### src/rtl/vpic_pkg.sv
package vpic_pkg;

    localparam int CODE_W = 6;
    localparam logic [CODE_W-1:0] CODE_NONE = '1;

    typedef enum logic [1:0] {
        ACK_NONE   = 2'b00,
        ACK_SINGLE = 2'b01,
        ACK_DOUBLE = 2'b10,
        ACK_RSVD   = 2'b11
    } ack_mode_e;

    typedef struct packed {
        logic      dma_first;
        logic      vec_mod;
        ack_mode_e mode;
    } ctrl_t;

    typedef enum logic [3:0] {
        A_ST_SER = 4'd0,
        A_ST_DMA = 4'd1,
        A_ST_TMR = 4'd2,
        A_EN_SER = 4'd3,
        A_EN_DMA = 4'd4,
        A_EN_TMR = 4'd5,
        A_CTRL   = 4'd6,
        A_VEC    = 4'd7,
        A_MVEC   = 4'd8
    } reg_addr_e;

    function automatic logic [CODE_W-1:0] lowest_bit(input logic [31:0] v);
        logic [CODE_W-1:0] r;
        r = CODE_NONE;
        for (int i = 31; i >= 0; i--) begin
            if (v[i]) r = CODE_W'(i);
        end
        return r;
    endfunction

endpackage

### src/rtl/vpic_flag_bank.sv
module vpic_flag_bank #(
    parameter int W = 8
) (
    input  logic         clk,
    input  logic         rst,
    input  logic [W-1:0] set,
    input  logic         wr_clr,
    input  logic         wr_en,
    input  logic [W-1:0] wdata,
    output logic [W-1:0] stat,
    output logic [W-1:0] en,
    output logic [W-1:0] masked
);
    logic [W-1:0] clr_mask;

    assign clr_mask = wr_clr ? wdata : '0;
    assign masked   = stat & en;

    always_ff @(posedge clk) begin
        if (rst) begin
            stat <= '0;
            en   <= '0;
        end else begin
            stat <= (stat & ~clr_mask) | set;
            if (wr_en) en <= wdata;
        end
    end

    // a pulse beats a same-cycle clear
    a_r2_set_wins: assert property (@(posedge clk) disable iff (rst)
        (set != '0) |=> ((stat & $past(set)) == $past(set)));

    // write-one clears when no pulse collides
    a_r2_w1c: assert property (@(posedge clk) disable iff (rst)
        (wr_clr && set == '0) |=> ((stat & $past(wdata)) == '0));

    // a zero write bit keeps the flag
    a_r2_zero_keeps: assert property (@(posedge clk) disable iff (rst)
        (wr_clr) |=> ((stat & ~$past(wdata)) == ($past(stat) & ~$past(wdata)) | ($past(set) & ~$past(wdata))));
endmodule

### src/rtl/vpic_prio.sv
module vpic_prio
    import vpic_pkg::*;
#(
    parameter int N_SER = 8,
    parameter int N_DMA = 8,
    parameter int N_TMR = 4
) (
    input  logic [N_SER-1:0]  ser_m,
    input  logic [N_DMA-1:0]  dma_m,
    input  logic [N_TMR-1:0]  tmr_m,
    input  logic              dma_first,
    output logic [CODE_W-1:0] code
);
    localparam logic [CODE_W-1:0] DMA_BASE = CODE_W'(N_SER);
    localparam logic [CODE_W-1:0] TMR_BASE = CODE_W'(N_SER + N_DMA);

    logic [CODE_W-1:0] c_ser, c_dma, c_tmr, c_hi, c_lo;

    always_comb begin
        c_ser = (|ser_m) ? lowest_bit(32'(ser_m)) : CODE_NONE;
        c_dma = (|dma_m) ? lowest_bit(32'(dma_m)) + DMA_BASE : CODE_NONE;
        c_tmr = (|tmr_m) ? lowest_bit(32'(tmr_m)) + TMR_BASE : CODE_NONE;
        c_hi  = dma_first ? c_dma : c_ser;
        c_lo  = dma_first ? c_ser : c_dma;
        if (c_hi != CODE_NONE)      code = c_hi;
        else if (c_lo != CODE_NONE) code = c_lo;
        else                        code = c_tmr;
    end
endmodule

### src/rtl/vpic_ack.sv
module vpic_ack
    import vpic_pkg::*;
#(
    parameter int VW = 8
) (
    input  logic          clk,
    input  logic          rst,
    input  logic          iack,
    input  ack_mode_e     mode,
    input  logic [VW-1:0] vec_in,
    output logic          vec_oe,
    output logic [VW-1:0] vec_out
);
    logic iack_q, second_pend, rise;

    assign rise = iack & ~iack_q;

    always_ff @(posedge clk) begin
        if (rst) begin
            iack_q      <= 1'b0;
            second_pend <= 1'b0;
            vec_oe      <= 1'b0;
            vec_out     <= '0;
        end else begin
            iack_q <= iack;
            if (!iack) vec_oe <= 1'b0;
            if (rise) begin
                unique case (mode)
                    ACK_SINGLE: begin
                        vec_oe  <= 1'b1;
                        vec_out <= vec_in;
                    end
                    ACK_DOUBLE: begin
                        if (second_pend) begin
                            vec_oe      <= 1'b1;
                            vec_out     <= vec_in;
                            second_pend <= 1'b0;
                        end else begin
                            second_pend <= 1'b1;
                        end
                    end
                    default: ;
                endcase
            end
            if (mode != ACK_DOUBLE) second_pend <= 1'b0;
        end
    end

    // none modes never start output
    a_r4_none_silent: assert property (@(posedge clk) disable iff (rst)
        (!vec_oe && (mode == ACK_NONE || mode == ACK_RSVD)) |=> !vec_oe);

    // output only while the strobe was held
    a_r5_oe_needs_iack: assert property (@(posedge clk) disable iff (rst)
        vec_oe |-> $past(iack));

    // vector stays frozen while driven
    a_r10_vec_frozen: assert property (@(posedge clk) disable iff (rst)
        (vec_oe && $past(vec_oe)) |-> $stable(vec_out));
endmodule

### src/rtl/vpic_top.sv
module vpic_top
    import vpic_pkg::*;
#(
    parameter int N_SER = 8,
    parameter int N_DMA = 8,
    parameter int N_TMR = 4,
    parameter int DW    = 8,
    parameter int AW    = 4
) (
    input  logic             clk,
    input  logic             rst,
    input  logic [N_SER-1:0] src_ser,
    input  logic [N_DMA-1:0] src_dma,
    input  logic [N_TMR-1:0] src_tmr,
    input  logic [AW-1:0]    reg_addr,
    input  logic             reg_wr,
    input  logic [DW-1:0]    reg_wdata,
    output logic [DW-1:0]    reg_rdata,
    output logic             irq,
    input  logic             iack,
    output logic [DW-1:0]    vec_out,
    output logic             vec_oe
);
    localparam int HI_W = DW - CODE_W;
    localparam int TMR_BASE = N_SER + N_DMA;

    logic [N_SER-1:0] st_ser, en_ser, m_ser;
    logic [N_DMA-1:0] st_dma, en_dma, m_dma;
    logic [N_TMR-1:0] st_tmr, en_tmr, m_tmr;
    ctrl_t             ctrl;
    logic [DW-1:0]     fixed_vec;
    logic [HI_W-1:0]   mvec_hi;
    logic [CODE_W-1:0] code;
    logic [DW-1:0]     vec_sel;

    function automatic logic hit(input logic [AW-1:0] a, input reg_addr_e r);
        return a == AW'(r);
    endfunction

    vpic_flag_bank #(.W(N_SER)) u_ser (
        .clk(clk), .rst(rst), .set(src_ser),
        .wr_clr(reg_wr && hit(reg_addr, A_ST_SER)),
        .wr_en (reg_wr && hit(reg_addr, A_EN_SER)),
        .wdata(reg_wdata[N_SER-1:0]),
        .stat(st_ser), .en(en_ser), .masked(m_ser)
    );

    vpic_flag_bank #(.W(N_DMA)) u_dma (
        .clk(clk), .rst(rst), .set(src_dma),
        .wr_clr(reg_wr && hit(reg_addr, A_ST_DMA)),
        .wr_en (reg_wr && hit(reg_addr, A_EN_DMA)),
        .wdata(reg_wdata[N_DMA-1:0]),
        .stat(st_dma), .en(en_dma), .masked(m_dma)
    );

    vpic_flag_bank #(.W(N_TMR)) u_tmr (
        .clk(clk), .rst(rst), .set(src_tmr),
        .wr_clr(reg_wr && hit(reg_addr, A_ST_TMR)),
        .wr_en (reg_wr && hit(reg_addr, A_EN_TMR)),
        .wdata(reg_wdata[N_TMR-1:0]),
        .stat(st_tmr), .en(en_tmr), .masked(m_tmr)
    );

    always_ff @(posedge clk) begin
        if (rst) begin
            ctrl      <= '0;
            fixed_vec <= '0;
            mvec_hi   <= '0;
        end else if (reg_wr) begin
            if (hit(reg_addr, A_CTRL)) ctrl      <= ctrl_t'(reg_wdata[$bits(ctrl_t)-1:0]);
            if (hit(reg_addr, A_VEC))  fixed_vec <= reg_wdata;
            if (hit(reg_addr, A_MVEC)) mvec_hi   <= reg_wdata[DW-1:CODE_W];
        end
    end

    vpic_prio #(.N_SER(N_SER), .N_DMA(N_DMA), .N_TMR(N_TMR)) u_prio (
        .ser_m(m_ser), .dma_m(m_dma), .tmr_m(m_tmr),
        .dma_first(ctrl.dma_first), .code(code)
    );

    assign irq     = (|m_ser) | (|m_dma) | (|m_tmr);
    assign vec_sel = ctrl.vec_mod ? {mvec_hi, code} : fixed_vec;

    vpic_ack #(.VW(DW)) u_ack (
        .clk(clk), .rst(rst), .iack(iack), .mode(ctrl.mode),
        .vec_in(vec_sel), .vec_oe(vec_oe), .vec_out(vec_out)
    );

    always_comb begin
        reg_rdata = '0;
        unique case (reg_addr)
            AW'(A_ST_SER): reg_rdata = DW'(st_ser);
            AW'(A_ST_DMA): reg_rdata = DW'(st_dma);
            AW'(A_ST_TMR): reg_rdata = DW'(st_tmr);
            AW'(A_EN_SER): reg_rdata = DW'(en_ser);
            AW'(A_EN_DMA): reg_rdata = DW'(en_dma);
            AW'(A_EN_TMR): reg_rdata = DW'(en_tmr);
            AW'(A_CTRL):   reg_rdata = DW'(ctrl);
            AW'(A_VEC):    reg_rdata = fixed_vec;
            AW'(A_MVEC):   reg_rdata = {mvec_hi, code};
            default:       reg_rdata = '0;
        endcase
    end

    // a request always has a real source code
    a_r3_irq_code: assert property (@(posedge clk) disable iff (rst)
        irq |-> (code != CODE_NONE));

    // no request means the empty code
    a_r8_idle_code: assert property (@(posedge clk) disable iff (rst)
        !irq |-> (code == CODE_NONE));

    // timers never win over a pending serial or DMA source
    a_r9_timer_lowest: assert property (@(posedge clk) disable iff (rst)
        ((|m_ser) || (|m_dma)) |-> (int'(code) < TMR_BASE));
endmodule

### config.mk
export PLATFORM = sky130hd
export DESIGN_NAME = vpic_top
export DESIGN_NICKNAME = d
export VERILOG_FILES = /design/src/rtl/vpic_pkg.sv /design/src/rtl/vpic_flag_bank.sv /design/src/rtl/vpic_prio.sv /design/src/rtl/vpic_ack.sv /design/src/rtl/vpic_top.sv
export SDC_FILE = /design/constraint.sdc
export NUM_CORES = 1
export LEC_CHECK = 0
export BUFFER_PORTS_ARGS = -buffer_cell sky130_fd_sc_hd__buf_2
export CAP_MARGIN = 20
export CORE_UTILIZATION = 35
export DETAILED_ROUTE_END_ITERATION = 16
export PLACE_DENSITY = 0.51
export SLEW_MARGIN = 20
export SYNTH_ARGS = -nofsm -noshare
export SYNTH_HDL_FRONTEND = slang
export SYNTH_HIERARCHICAL = 1
export SYNTH_SLANG_ARGS = --single-unit
### constraint.sdc
create_clock -name clk -period 7.4 [get_ports clk]
set_input_delay 2.22 -clock clk [delete_from_list [all_inputs] [get_ports clk]]
set_output_delay 2.22 -clock clk [all_outputs]
set_load 0.02 [all_outputs]
==> impl_metrics.yaml, run 1 <==
routing:
  vias: 3351
  routed_wl_um: 10800
  drc: 0
  drtIter0Drc: 182
  drtAntennaViolNets: 0
  first_pass_iters: 4
  viasPerCell: 5.42
  routedWlPerCell_um: 17.4
logic_synthesis:
  synth_top_cell_area_share_pct: 34.4
  syn_area_per_cell_sq_um: 8.64
  ys_seq_elements: 65
  synth_top_area_cell: "dfxtp_1"
  synthTopCellsByArea: "dfxtp_1, mux2i_1, nor2_1, and2_1, a311oi_1"
  synth_edf_count: 0
  synthDistinctLibCells: 58
  ys_warn_count: 6
  synthCells: 438
  syn_area_sq_um: 3780
  seq_area_frac_synth_pct: 34.4
  synth_ff_type: "dfxtp_1"
  synth_nets: 476
  synthArstFlopShare_pct: 0
place:
  hpwlAfterDp_um: 7960
  io_buffers: 53
  gp_congestion: 0.894
worst_setup_path:
  timing.rr.start: "u_ser/stat[5]$_SDFF_PP0_"
  cp_common_cell: "buf_2"
  crit_fanout: 29
  cp-endpoint: "reg_rdata[1]"
  crit_start: "reg_addr[1]"
  cp.arrival_ps: 3840
  reg2reg_slack_ps: 4870
  cp-end-kind: "output pin"
  crit_type: "input port to output pin"
  r2r_cells: 9
  start_kind: "input port"
  crit_path_max_incr_delay_ps: 860
  cp_slowest_cell: "nor4b_1"
  r2r-end: "u_ack/vec_out[0]$_SDFFE_PP0P_"
  path_cells: "buf_2, nor4b_1, o2bb2ai_1, or4_1, buf_2"
  cp.required_ps: 5180
final_layout:
  area_growth_syn_to_layout_pct: 13.1
  nNetsFinal: 515
  final_common_cell: "dfxtp_1"
  final_core_util_pct: 41.1
  num_antenna_cells: 0
  area.sequential_sq_um: 1300
  layout_common_cells: "dfxtp_1, nor2_1, buf_2"
  drive_above_1_share_pct: 20.3
  multi_input_area_sq_um: 2180
  n_fill_cell: 1080
global_routing:
  use_met1_pct: 26.0
  grt.overflow.total: 0
  grt_pass1_vias: 3185
  grt_antenna_before_repair: 0
  grt_pass1_wl_um: 17100
  grt_util_met2_pct: 32.6
  use_met3_pct: 3.86
  grt_max_degree: 75
  grt.total_usage_pct: 20.0
  top_usage_layer: "met2"
power_and_ir_drop:
  power_density_nw_per_um2: 189
  peakVddDrop_mv: 0.139
  power_leakage_nw: 1.64
timing:
  hold_viol: 0
  period_needed_ps: 6060
  setup_viol: 0
  rsz0062_at_grt: "no"
  worstMarginPinSlew_ps: 1020
  max_slew_margin_pct: 31.9
  drv_slew: 0
  final.setup_skew_ps: 6.53
  finalSetupTns_ps: 0
  timing.final.crit_share_pct: 81.9
  max_freq_ghz: 0.165
  whs_ps: 477
clock_network:
  cts_sinks: 65
  cts_hold_buf: 0
  htreeDepth: 3
  cts_root_buf: "clkbuf_8"
  numCtsBuffers: 9
  clkTransAtPathRegs_ps: 80
  cts_setup_buffers: 0
  cts_tree: "built"
  clkLatencyLatePin_ps: 350
  cts_resized: 0
  clockBufferDepth: 2
floorplanning:
  die_w_um: 106
  die_area_sq_um: 11200
  coreArea_sq_um: 10400
  io_pins: 54
  initial_utilization_pct: 36.3
  fp-row-count: 37
  die_h_um: 106
run_status:
  status: "complete, no violations"
flow_run:
  drv_cap: 0
hold_path:
  hp-class: "flip-flop to flip-flop"
==> critical path, delay by kind of cell <==
kind | cells | cell delay, ps
buffers and inverters | 2 | 430
and+or+nand+nor | 2 | 1010
AOI/OAI and AO/OA | 1 | 180
==> cell families (layout without fill, tap and decap cells) <==
group                    after synthesis  in the layout  synth area share [%]
AO/OA/AOI/OAI                         94             94                  17.9
XOR/XNOR                               1              1                 0.231
adder cells (fa/ha/maj)                2              2                 0.661
buffers and inverters                 58            102                  7.97
flip-flops                            65             65                  34.4
multiplexers                          47             47                  13.2
AND/OR/NAND/NOR                      171            171                  25.8
==> area by class of cell <==
class	instances	share of cell area (%)
clock buffers	10	3.22
clock inverters	6	2.13
inverters	31	2.72
multi-input cells	315	51.0
flip-flops and latches	65	30.4
well taps	136	3.98
repair buffers	55	6.55
==> where the power goes <==
| group | leakage, nW | switching, W | total (W) | internal, W |
|---|---|---|---|---|
| combinational | 1.01 | 0.0000551 | 0.0000893 | 0.0000342 |
| sequential | 0.531 | 0.0000110 | 0.000371 | 0.000360 |
| clock | 0.105 | 0.000149 | 0.000348 | 0.000199 |
| total | 1.64 | 0.000215 | 0.000809 | 0.000594 |
==> per-layer routing <==
metal	vias to the layer above	wire length, um
li1	1660	-
met1	1587	4930
met2	82	5080
met3	22	500
met4	0	255
met5	-	0
==> flip-flops by register name, summed over array words and instances (netlist names) <==
signal	flops
u_dma/stat	8
u_ack/vec_out	8
u_ack/iack_q	1
u_tmr/en	4
u_ser/stat	8
u_ack/vec_oe	1
u_ack/second_pend	1
fixed_vec	8
mvec_hi	2
u_ser/en	8
ctrl	4
u_tmr/stat	4
u_dma/en	8
==> how the worst min path moves through the flow <==
stage	start	slack [ps]	cells after the start	end
after floorplan	mvec_hi[0]$_SDFFE_PP0P_	460	2	mvec_hi[0]$_SDFFE_PP0P_
after global placement	u_ack/vec_out[1]$_SDFFE_PP0P_	460	2	u_ack/vec_out[1]$_SDFFE_PP0P_
after detailed placement	u_ack/vec_out[7]$_SDFFE_PP0P_	460	2	u_ack/vec_out[7]$_SDFFE_PP0P_
after CTS	u_ack/vec_out[7]$_SDFFE_PP0P_	480	2	u_ack/vec_out[7]$_SDFFE_PP0P_
after global routing	u_ack/vec_out[2]$_SDFFE_PP0P_	500	2	u_ack/vec_out[2]$_SDFFE_PP0P_
final	u_ack/vec_out[2]$_SDFFE_PP0P_	480	2	u_ack/vec_out[2]$_SDFFE_PP0P_
==> synth_stat cells, drive strengths merged, types with 2 or more instances <==
cell type	n
clkbuf	5
a22oi	5
o21bai	2
nor3b	2
and3b	4
nand4b	2
inv	31
o211ai	2
mux2i	34
a21oi	20
o22ai	2
a221o	2
and3	3
nor4b	2
nor2b	6
and2	24
buf	22
a32oi	5
nor4	8
dfxtp	65
ha	2
nand3b	9
o21ai	23
o2bb2ai	2
a311oi	20
nor3	8
nand3	14
nand2b	20
nor2	54
o221ai	2
mux2	12
or4	3
nand2	8
==> stage by stage <==
stage,setup WS [ps],area [sq um],cells,power (W)
4_1_cts,1420,4280,618,0.000815
3_3_place_gp,1460,4050,602,0.000467
3_5_place_dp,1420,4050,602,0.000469
2_1_floorplan,1850,3780,438,0.000435
5_1_grt,1180,4280,618,0.000845
6_report,1340,4280,618,0.000809
Note: power is estimated with default switching activity, not from simulation.
==> run 2, diff against run 1 <==
Settings changed: PLACE_DENSITY 0.51 to 0.53.
Clock period 7.4 ns to 5.2 ns, I/O delays scaled along.
==> impl_metrics.yaml, run 2 (synthesis results as in run 1) <==
run_status:
  status: "complete, no violations"
worst_setup_path:
  crit_path_max_incr_delay_ps: 880
  crit_type: "input port to output pin"
  cp.arrival_ps: 3210
  cp.required_ps: 3640
  start_kind: "input port"
  reg2reg_slack_ps: 2650
  cp_slowest_cell: "nor4b_1"
  cp-end-kind: "output pin"
  path_cells: "buf_2, nor4b_1, a22oi_1, o221ai_1, buf_2"
  crit_fanout: 29
  cp_common_cell: "buf_2"
final_layout:
  drive_above_1_share_pct: 20.5
  area_growth_syn_to_layout_pct: 12.2
  nNetsFinal: 515
  num_antenna_cells: 0
  final_common_cell: "dfxtp_1"
  n_fill_cell: 1077
  layout_common_cells: "dfxtp_1, nor2_1, buf_2"
timing:
  drv_slew: 0
  worstMarginPinSlew_ps: 940
  timing.final.crit_share_pct: 91.8
  max_freq_ghz: 0.209
  hold_viol: 0
  rsz0062_at_grt: "no"
  setup_ws_ps: 426
  max_slew_margin_pct: 36.5
  finalSetupTns_ps: 0
  period_needed_ps: 4770
  setup_viol: 0
  final.setup_skew_ps: 6.78
clock_network:
  cts_setup_buffers: 0
  cts_tree: "built"
  cts_hold_buf: 0
  clkTransAtPathRegs_ps: 70
  htreeDepth: 3
  clkLatencyLatePin_ps: 350
  cts_sinks: 65
  numCtsBuffers: 9
  cts_resized: 0
  cts_root_buf: "clkbuf_8"
  clockBufferDepth: 2
routing:
  drc: 0
  route.met2.wl_um: 5000
  routed_wl_um: 10800
  wirelength_met1_um: 5060
  vias: 3354
  routedWlPerCell_um: 17.5
  drtIter0Drc: 268
  viasPerCell: 5.43
  drtAntennaViolNets: 0
  dr_wl_met3_um: 522
  topRoutingLayerUsed: "met4"
  first_pass_iters: 5
power_and_ir_drop:
  pwr-share-comb_pct: 11.7
  switching_share_pct: 28.1
  power.switching_w: 0.000306
  power_leakage_nw: 1.63
  clkPwrFrac_pct: 39.7
  p_seq_share_pct: 48.6
  peakVddDrop_mv: 0.170
  power.internal_w: 0.000781
  power_density_nw_per_um2: 256
floorplanning:
  io_pins: 54
  initial_utilization_pct: 36.3
  die_w_um: 106
  die_area_sq_um: 11200
  fp-row-count: 37
  die_h_um: 106
  coreArea_sq_um: 10400
place:
  pre_cts_ws_ps: 519
  io_buffers: 53
  gp_congestion: 0.878
  hpwlAfterDp_um: 7890
global_routing:
  grt_pass1_wl_um: 17200
  grt.total_usage_pct: 20.1
  grt_pass1_vias: 3275
  grt_max_degree: 43
  grt_antenna_before_repair: 0
  grt.overflow.total: 0
flow_run:
  drv_cap: 0
hold_path:
  hp-class: "flip-flop to flip-flop"
-- run 2: critical path: cells and delay by family --
| family | cells | cell delay [ps] |
|---|---|---|
| AOI/OAI and AO/OA | 2 | 290 |
| buffers and inverters | 2 | 470 |
| and+or+nand+nor | 1 | 880 |
-- run 2: per-layer routing --
layer	up-vias	global-route usage [%]
met4	0	7.84
met5	-	0
met1	1581	26.0
met2	104	32.9
met3	15	4.05
li1	1654	-
-- run 2: power groups by stage --
| stage | Sequential (W) | Combinational, W | Clock, W |
|---|---|---|---|
| after floorplan | 0.000532 | 0.0000874 | 0 |
| after global placement | 0.000540 | 0.000124 | 0 |
| after detailed placement | 0.000540 | 0.000126 | 0 |
| after CTS | 0.000528 | 0.000127 | 0.000443 |
| after global routing | 0.000530 | 0.000141 | 0.000472 |
| final | 0.000528 | 0.000127 | 0.000432 |
-- run 2: path summary, 6_finish.rpt --
check | start | end | cells after the start
worst max-delay path | reg_addr[1] | reg_rdata[7] | 5
worst min-delay path | u_ack/vec_out[1]$_SDFFE_PP0P_ | u_ack/vec_out[1]$_SDFFE_PP0P_ | 2
worst max register to register | u_ser/stat[5]$_SDFF_PP0_ | u_ack/vec_out[0]$_SDFFE_PP0P_ | 9
worst min register to register | u_ack/vec_out[1]$_SDFFE_PP0P_ | u_ack/vec_out[1]$_SDFFE_PP0P_ | 2
-- run 2: metrics by stage --
| stage | total power (W) | cell area [sq um] | hold WS [ps] | utilization (%) | cells |
|---|---|---|---|---|---|
| after floorplan | 0.000619 | 3780 | 458 | - | 438 |
| after global placement | 0.000664 | 4050 | 460 | 38.9 | 602 |
| after detailed placement | 0.000666 | 4050 | 458 | 38.9 | 602 |
| after CTS | 0.00110 | 4250 | 475 | 40.8 | 618 |
| after global routing | 0.00114 | 4250 | 495 | 40.8 | 618 |
| final | 0.00109 | 4250 | 474 | 40.8 | 618 |
-- run 2: area by class of cell --
cell class	instances	area, sq um	share of cell area (%)
clock inverter	7	71.3	1.68
clock buffer	9	124	2.92
tap	136	170	4.01
inverter	31	116	2.74
multi-input combinational	315	2180	51.4
timing repair buffer	55	280	6.60
sequential	65	1300	30.6
